<file path="config.mk">
export PLATFORM = sky130hd
export DESIGN_NAME = aser_rx
export DESIGN_NICKNAME = d
export VERILOG_FILES = /design/src/rtl/aser_pkg.sv /design/src/rtl/aser_clkgen.sv /design/src/rtl/aser_deser.sv /design/src/rtl/aser_frmtrk.sv /design/src/rtl/aser_outbuf.sv /design/src/rtl/aser_rx.sv
export SDC_FILE = /design/constraint.sdc
export NUM_CORES = 1
export LEC_CHECK = 0
export CAP_MARGIN = 30
export CORE_ASPECT_RATIO = 0.5
export CORE_MARGIN = 1
export CORE_UTILIZATION = 62
export CTS_BUF_LIST = sky130_fd_sc_hd__clkbuf_16
export DETAILED_ROUTE_END_ITERATION = 10
export PLACE_DENSITY_LB_ADDON = 0.05
export SLEW_MARGIN = 20
export SYNTH_ARGS = -nofsm -noshare
export SYNTH_HDL_FRONTEND = slang
export SYNTH_SLANG_ARGS = --single-unit
</file>
<file path="constraint.sdc">
create_clock -name clk -period 10.25 [get_ports clk]
set_clock_uncertainty 0.15 [all_clocks]
set_input_delay 1.025 -clock clk [delete_from_list [all_inputs] [get_ports clk]]
set_output_delay 1.025 -clock clk [all_outputs]
set_load 0.03 [all_outputs]
</file>
<file path="src/rtl/aser_pkg.sv">
package aser_pkg;

  typedef enum logic [2:0] {
    FMT_GEN   = 3'd0,
    FMT_LJ    = 3'd1,
    FMT_WSYNC = 3'd2,
    FMT_RSV   = 3'd3,
    FMT_I2S   = 3'd4,
    FMT_RJ16  = 3'd5,
    FMT_RJ18  = 3'd6,
    FMT_LSBF  = 3'd7
  } fmt_e;

  // the reserved code decodes as left-justified
  function automatic fmt_e fmt_norm(input logic [2:0] m);
    return (m == 3'd3) ? FMT_LJ : fmt_e'(m);
  endfunction

  // one-bit data delay after the frame-sync edge
  function automatic logic msb_delay(input fmt_e f);
    return f == FMT_I2S;
  endfunction

  // channel flag from the frame-sync level
  function automatic logic right_of_level(input fmt_e f, input logic lvl);
    return (f == FMT_I2S) ? lvl : ~lvl;
  endfunction

endpackage

</file>
<file path="src/rtl/aser_clkgen.sv">
module aser_clkgen #(
  parameter int FRAME_CLKS    = 128,
  parameter int BITS_PER_WORD = 32
) (
  input  logic clk,
  input  logic rst_n,
  output logic sclk,
  output logic fsync
);
  localparam int CW          = $clog2(FRAME_CLKS);
  localparam int CLK_PER_BIT = FRAME_CLKS / (2 * BITS_PER_WORD);

  logic [CW-1:0] cnt;
  logic [CW-1:0] ph;

  always_ff @(posedge clk or negedge rst_n) begin
    if (!rst_n) cnt <= '0;
    else if (cnt == CW'(FRAME_CLKS - 1)) cnt <= '0;
    else cnt <= cnt + 1'b1;
  end

  assign ph    = cnt % CW'(CLK_PER_BIT);
  assign sclk  = ph >= CW'(CLK_PER_BIT / 2);
  assign fsync = cnt < CW'(FRAME_CLKS / 2);
endmodule

</file>
<file path="src/rtl/aser_deser.sv">
module aser_deser
  import aser_pkg::*;
#(
  parameter int WORD_W = 24,
  parameter int RJ_A   = 16,
  parameter int RJ_B   = 18
) (
  input  logic              clk,
  input  logic              rst_n,
  input  fmt_e              fmt,
  input  logic              sclk,
  input  logic              fsync,
  input  logic              sdata,
  input  logic [2:0]        cuv,
  output logic              done,
  output logic [WORD_W-1:0] d_word,
  output logic              d_right,
  output logic [2:0]        d_cuv,
  output logic              left_start
);
  localparam int IDX_W = $clog2(WORD_W + 2) + 1;
  localparam int PW    = $clog2(WORD_W);
  localparam logic [IDX_W-1:0] IDX_MAX = '1;

  logic              sclk_q, primed, fs_prev, active, tgl, cur_right;
  logic [IDX_W-1:0]  idx, bidx, off;
  logic [WORD_W-1:0] msb_acc, tail, rsh;
  logic [WORD_W-1:0] msb_n, tail_n, rsh_n;
  logic [2:0]        cuv_acc, cuv_n;
  logic              rise, take, edge_raw, wstart, wbit, new_right;
  int                pos;

  assign rise      = sclk & ~sclk_q;
  assign take      = rise & primed;
  assign edge_raw  = (fmt == FMT_WSYNC) ? (fsync & ~fs_prev) : (fsync ^ fs_prev);
  assign wstart    = take & edge_raw;
  assign wbit      = take & (edge_raw | active);
  assign bidx      = wstart ? '0 : idx;
  assign off       = msb_delay(fmt) ? IDX_W'(1) : '0;
  assign new_right = (fmt == FMT_WSYNC) ? tgl : right_of_level(fmt, fsync);

  // MSB-first accumulator
  always_comb begin
    msb_n = wstart ? '0 : msb_acc;
    pos   = int'(bidx) - int'(off);
    if (pos >= 0 && pos < WORD_W) msb_n[PW'(WORD_W - 1 - pos)] = sdata;
  end

  // trailing-bit accumulators
  always_comb begin
    tail_n = {(wstart ? {(WORD_W-1){1'b0}} : tail[WORD_W-2:0]), sdata};
    rsh_n  = {sdata, (wstart ? {(WORD_W-1){1'b0}} : rsh[WORD_W-1:1])};
  end

  // side bits
  always_comb begin
    if (bidx == off)  cuv_n = cuv;
    else if (wstart)  cuv_n = '0;
    else              cuv_n = cuv_acc;
  end

  always_ff @(posedge clk or negedge rst_n) begin
    if (!rst_n) begin
      sclk_q    <= 1'b0;
      primed    <= 1'b0;
      fs_prev   <= 1'b0;
      active    <= 1'b0;
      tgl       <= 1'b0;
      cur_right <= 1'b0;
      idx       <= '0;
      msb_acc   <= '0;
      tail      <= '0;
      rsh       <= '0;
      cuv_acc   <= '0;
    end else begin
      sclk_q <= sclk;
      if (rise && !primed) begin
        primed  <= 1'b1;
        fs_prev <= fsync;
      end
      if (take) fs_prev <= fsync;
      if (wstart) begin
        active    <= 1'b1;
        cur_right <= new_right;
        if (fmt == FMT_WSYNC) tgl <= ~tgl;
      end
      if (wbit) begin
        msb_acc <= msb_n;
        tail    <= tail_n;
        rsh     <= rsh_n;
        cuv_acc <= cuv_n;
        idx     <= (bidx == IDX_MAX) ? bidx : bidx + 1'b1;
      end
    end
  end

  always_comb begin
    case (fmt)
      FMT_RJ16: d_word = tail << (WORD_W - RJ_A);
      FMT_RJ18: d_word = tail << (WORD_W - RJ_B);
      FMT_LSBF: d_word = rsh;
      default:  d_word = msb_acc;
    endcase
  end

  assign done       = wstart & active;
  assign d_right    = cur_right;
  assign d_cuv      = cuv_acc;
  assign left_start = wstart & ~new_right;
endmodule

</file>
<file path="src/rtl/aser_frmtrk.sv">
module aser_frmtrk #(
  parameter int FRAME_CLKS = 128,
  parameter int DRIFT_CLKS = 4
) (
  input  logic clk,
  input  logic rst_n,
  input  logic ev,
  output logic tick,
  output logic resync
);
  localparam int FW = $clog2(FRAME_CLKS);

  logic [FW-1:0] frm;
  logic          drift;

  assign drift = (frm >= FW'(DRIFT_CLKS)) && (frm <= FW'(FRAME_CLKS - DRIFT_CLKS));

  always_ff @(posedge clk or negedge rst_n) begin
    if (!rst_n) begin
      frm    <= '0;
      resync <= 1'b0;
    end else begin
      resync <= ev & drift;
      if (ev && drift)                      frm <= FW'(1);
      else if (frm == FW'(FRAME_CLKS - 1)) frm <= '0;
      else                                  frm <= frm + 1'b1;
    end
  end

  assign tick = frm == '0;
endmodule

</file>
<file path="src/rtl/aser_outbuf.sv">
module aser_outbuf #(
  parameter int WORD_W = 24
) (
  input  logic              clk,
  input  logic              rst_n,
  input  logic              done,
  input  logic [WORD_W-1:0] word,
  input  logic              right,
  input  logic [2:0]        cuv,
  input  logic              ready,
  output logic              valid,
  output logic [WORD_W-1:0] data,
  output logic              right_o,
  output logic [2:0]        cuv_o
);
  always_ff @(posedge clk or negedge rst_n) begin
    if (!rst_n) begin
      valid   <= 1'b0;
      data    <= '0;
      right_o <= 1'b0;
      cuv_o   <= '0;
    end else begin
      if (done) begin
        valid   <= 1'b1;
        data    <= word;
        right_o <= right;
        cuv_o   <= cuv;
      end else if (ready) begin
        valid <= 1'b0;
      end
    end
  end
endmodule

</file>
<file path="src/rtl/aser_rx.sv">
module aser_rx
  import aser_pkg::*;
#(
  parameter int WORD_W        = 24,
  parameter int FRAME_CLKS    = 128,
  parameter int BITS_PER_WORD = 32,
  parameter int DRIFT_CLKS    = 4
) (
  input  logic              clk,
  input  logic              rst_n,
  input  logic [2:0]        mode,
  input  logic              sclk_i,
  input  logic              fsync_i,
  input  logic              sdata_i,
  input  logic              c_i,
  input  logic              u_i,
  input  logic              v_i,
  output logic              sclk_o,
  output logic              fsync_o,
  output logic              port_drv,
  output logic              m_valid,
  input  logic              m_ready,
  output logic [WORD_W-1:0] m_data,
  output logic              m_right,
  output logic [2:0]        m_cuv,
  output logic              tx_tick,
  output logic              resync
);
  fmt_e              fmt;
  logic              gen_sclk, gen_fs, sclk_s, fs_s;
  logic              done, d_right, left_start;
  logic [WORD_W-1:0] d_word;
  logic [2:0]        d_cuv;

  assign fmt    = fmt_norm(mode);
  assign sclk_s = (fmt == FMT_GEN) ? gen_sclk : sclk_i;
  assign fs_s   = (fmt == FMT_GEN) ? gen_fs : fsync_i;

  aser_clkgen #(.FRAME_CLKS(FRAME_CLKS), .BITS_PER_WORD(BITS_PER_WORD)) gen_i (
    .clk(clk), .rst_n(rst_n), .sclk(gen_sclk), .fsync(gen_fs)
  );

  aser_deser #(.WORD_W(WORD_W)) des_i (
    .clk(clk), .rst_n(rst_n), .fmt(fmt), .sclk(sclk_s), .fsync(fs_s),
    .sdata(sdata_i), .cuv({c_i, u_i, v_i}), .done(done), .d_word(d_word),
    .d_right(d_right), .d_cuv(d_cuv), .left_start(left_start)
  );

  aser_frmtrk #(.FRAME_CLKS(FRAME_CLKS), .DRIFT_CLKS(DRIFT_CLKS)) trk_i (
    .clk(clk), .rst_n(rst_n), .ev(left_start & (fmt != FMT_GEN)),
    .tick(tx_tick), .resync(resync)
  );

  aser_outbuf #(.WORD_W(WORD_W)) ob_i (
    .clk(clk), .rst_n(rst_n), .done(done), .word(d_word), .right(d_right),
    .cuv(d_cuv), .ready(m_ready), .valid(m_valid), .data(m_data),
    .right_o(m_right), .cuv_o(m_cuv)
  );

  assign sclk_o   = gen_sclk;
  assign fsync_o  = gen_fs;
  assign port_drv = fmt == FMT_GEN;
endmodule

</file>
==> summary.md <==
| Metric | Value |
|---|---|
| TritonCTS Sinks | 107 |
| Synth cell count leaders | dfrtp_1, nand2_1, o21ai_0 |
| Post-layout util | between 70% and 80% |
| RD Place Congestion | about 0.9 |
| Layout cells sized above 1 | about 7.5% |
| Final WL | roughly 12000 um |
| Critical Path End Type | register |
| Lkg Pwr | roughly 0.0026 uW |
| Ys flop type | dfrtp_1 |
| Post-Syn Area | 5328 um^2 |
| Synth area leader | dfrtp_1 |
| PortBufs | 45 |
| Detailed Routing Iterations Pass 1 | 5 |
| Die W | 133.1 um |
| Max H-tree Level | 3 |
| Setup violations, final | 0 |
| Critical path fanouts, max | 24 |
| Pwr/cell area | between 200 and 250 nW/um^2 |
| Worst slew pin tran | around 0.96 ns |
| Post-Synthesis Cells | between 500 and 600 |
| WHS Path Cells | 1 |
| Worst EP arrival | between 6 and 7 ns |
| Async S/R FF share, synth | 100.0% |
| Final hold violations | 0 |
| Adder-Cell Fraction of Synth Area | 1.409% |
| Number of setup buffers added after CTS | 0 |
| R2R setup slack | 5.98 ns |
| Outcome | finished, final reports clean |
| Antenna viol nets, final | 0 |
| Slew Limit Headroom | about 36% |
| Hold Path End | des_i.tgl |
| DRT iter0 DRCs | roughly 420 |
| Synth cell types | 60 |
| CTS tree | built |
| Placed Cells | around 660 |
| Number of diodes | 0 |
| Vias/cell | approximately 6.3 |
| Worst VDD drop | around 0.12 mV |
| Dpl hpwl | just over 8000 um |
| Clk buf depth | 2 |
| DRC Markers | 0 |
| Largest family of logic cells by synthesized area | compound AO/OA/AOI/OAI gates |
| Setup TNS | 0 ns |
| Kind of critical path | input port to register |
| RR Startpoint | gen_i.cnt[0] |
| GRT Overall Usage | 27.90% |
| Fin crit period | ~6.0 ns |
| Top-count cell post-synth | dfrtp_1 |
| Initial Utilization | 65.19% |
| Worst-path clk slew | around 0.070 ns |
| EDFF count, synth | 0 |
| Hold Crit Class | register to register |
| Slew Viols, Final | 0 |
| Total power | around 1300 uW |
| Maxcap violations | 0 |
| Post-synthesis compound-gate area fraction | between 20% and 30% |
| Depth of the most critical reg-to-reg path | 11 |
| Syn Nets | 556 |
| Required @ worst endpoint | roughly 10 ns |
| CTS root buf | clkbuf_16 |
| Xor-xnor portion of the synthesized cell area | 2.466% |
| Vias post-DR | ~4300 |
| Critical R2R Capture | des_i.msb_acc[11] |
| IO Count | 46 |
| HP Start | des_i.tgl |
| Post-synth top area share | between 50% and 60% |
| Largest net degree at the start of global routing | 63 |
| Initial antenna violation count | 0 |
| FF+latch count, synth | 107 |
| Largest cells by area after synthesis | dfrtp_1, o21ai_0, a22o_1 |
| First-pass GRT wire length | about 19000 um |
| CTS buffer count | 9 |
| Wire per inst | about 18 um |
| Non-Filler Instances | ~700 |
| Rows | 23 |
| Vias in the first global route | 3711 |
| YS warnings | 0 |
| Core ar. | approximately 8000 um^2 |
| Synth Area in Simple Gates | around 17% |
| Grt ovf | 0 |
| Die area | around 9000 um^2 |
| Mapped Avg Cell Area | ~9.9 um^2 |
| Hold Buf Count CTS | 0 |
| Sequential cell area fraction in the yosys report | between 50% and 60% |
| RSZ-0062 raised after global routing | no |
| Skew-Pair Late Insertion Delay | between 0.3 and 0.4 ns |
| Post-CTS sizing | 0 |
| CP Launch Type | input port |
| Crit share post-route | 58.24% |
| Final net count | ~590 |
| Chip Height | 67.55 um |
| P&R area growth vs syn | 15.17% |
| Multiplexer share of the synthesized area | between 3 and 4% |
| Highest clock rate | about 0.17 GHz |
## registers in the layout, summed over array words and instances (netlist names), 3 cells and up
name           count
gen_i.cnt          7
des_i.d_cuv        3
ob_i.cuv_o         3
des_i.msb_acc     24
des_i.rsh         23
trk_i.frm          7
ob_i.data         24
des_i.idx          6
## layout by cell type, fill, tap and decap left out, types with 12 or more instances in the layout
cell             netlist  final
o21ai_0               52     52
clkdlybuf4s50_1        0     44
nor2_1                38     37
nand2b_1              12     12
o211ai_1              20     20
inv_1                 14     15
a22o_1                23     23
dfrtp_1              107    107
nand3_1               14     13
nand2_1               52     52
## power by group
part | switching, uW | internal [uW]
Combinational | 251 | 165
Clock | 158 | 167
Sequential | 60.8 | 490
Total | 469 | 822
## worst max-delay path: stages
cell,delay (ns)
clkdlybuf4s50_1,0.91
nor3_4,0.52
nor2_1,0.07
a21oi_1,0.17
ha_1,0.30
o21ai_2,0.41
nand2_1,0.41
nand2_1,0.25
ha_1,0.22
or3b_2,0.45
o32ai_1,0.33
o211ai_1,0.20
a221o_1,0.35
o311ai_0,0.31
o21ai_1,0.11
## how the worst max path moves through the flow
| stage | start | to | slack (ns) | cells after the start |
|---|---|---|---|---|
| 4_1_cts | mode[2] | des_i.msb_acc[11] | 3.88 | 15 |
| 3_5_place_dp | mode[2] | des_i.msb_acc[11] | 3.52 | 15 |
| 5_1_grt | mode[2] | des_i.msb_acc[11] | 3.92 | 15 |
| 2_1_floorplan | mode[1] | des_i.msb_acc[11] | 5.37 | 16 |
| 3_3_place_gp | mode[2] | des_i.msb_acc[10] | 3.74 | 15 |
| 6_report | mode[2] | des_i.msb_acc[11] | 4.28 | 15 |
## cells by family after synthesis
group,Yosys count
buffers and inverters,49
DFF,107
xor gates and xnor gates,15
muxes,15
adders and majority gates,6
AOI/OAI and AO/OA,169
and+or+nand+nor,177
## through the flow
step | worst slack, ns | hold WS (ns) | area [um^2]
3_3_place_gp | 3.744 | 0.3114 | 5803
6_report | 4.280 | 0.3219 | 6136
4_1_cts | 3.875 | 0.3267 | 6082
2_1_floorplan | 5.367 | 0.2948 | 5328
5_1_grt | 3.918 | 0.3534 | 6136
3_5_place_dp | 3.519 | 0.3130 | 5803
## layer usage
metal | share of wire [%] | wire [um] | track usage (%) | vias to the layer above
met1 | 48 | 5704 | 39.30 | 2120
met5 | 0 | 0 | 0 | -
li1 | - | - | - | 2024
met3 | 5.9 | 713 | 6.306 | 13
met4 | 0.72 | 86 | 6.250 | 0
met2 | 46 | 5497 | 44.76 | 126
## layout make-up
| type | count | area [um^2] |
|---|---|---|
| inverter | 14 | 52.55 |
| clock buffer | 9 | 225.2 |
| multi-input combinational | 382 | 2455 |
| fill | 615 | 2037 |
| tap | 112 | 140.1 |
| timing repair buffer | 53 | 531.8 |
| clock inverter | 7 | 53.80 |
| sequential | 107 | 2678 |
No activity file was read; power rests on OpenSTA's default activity.
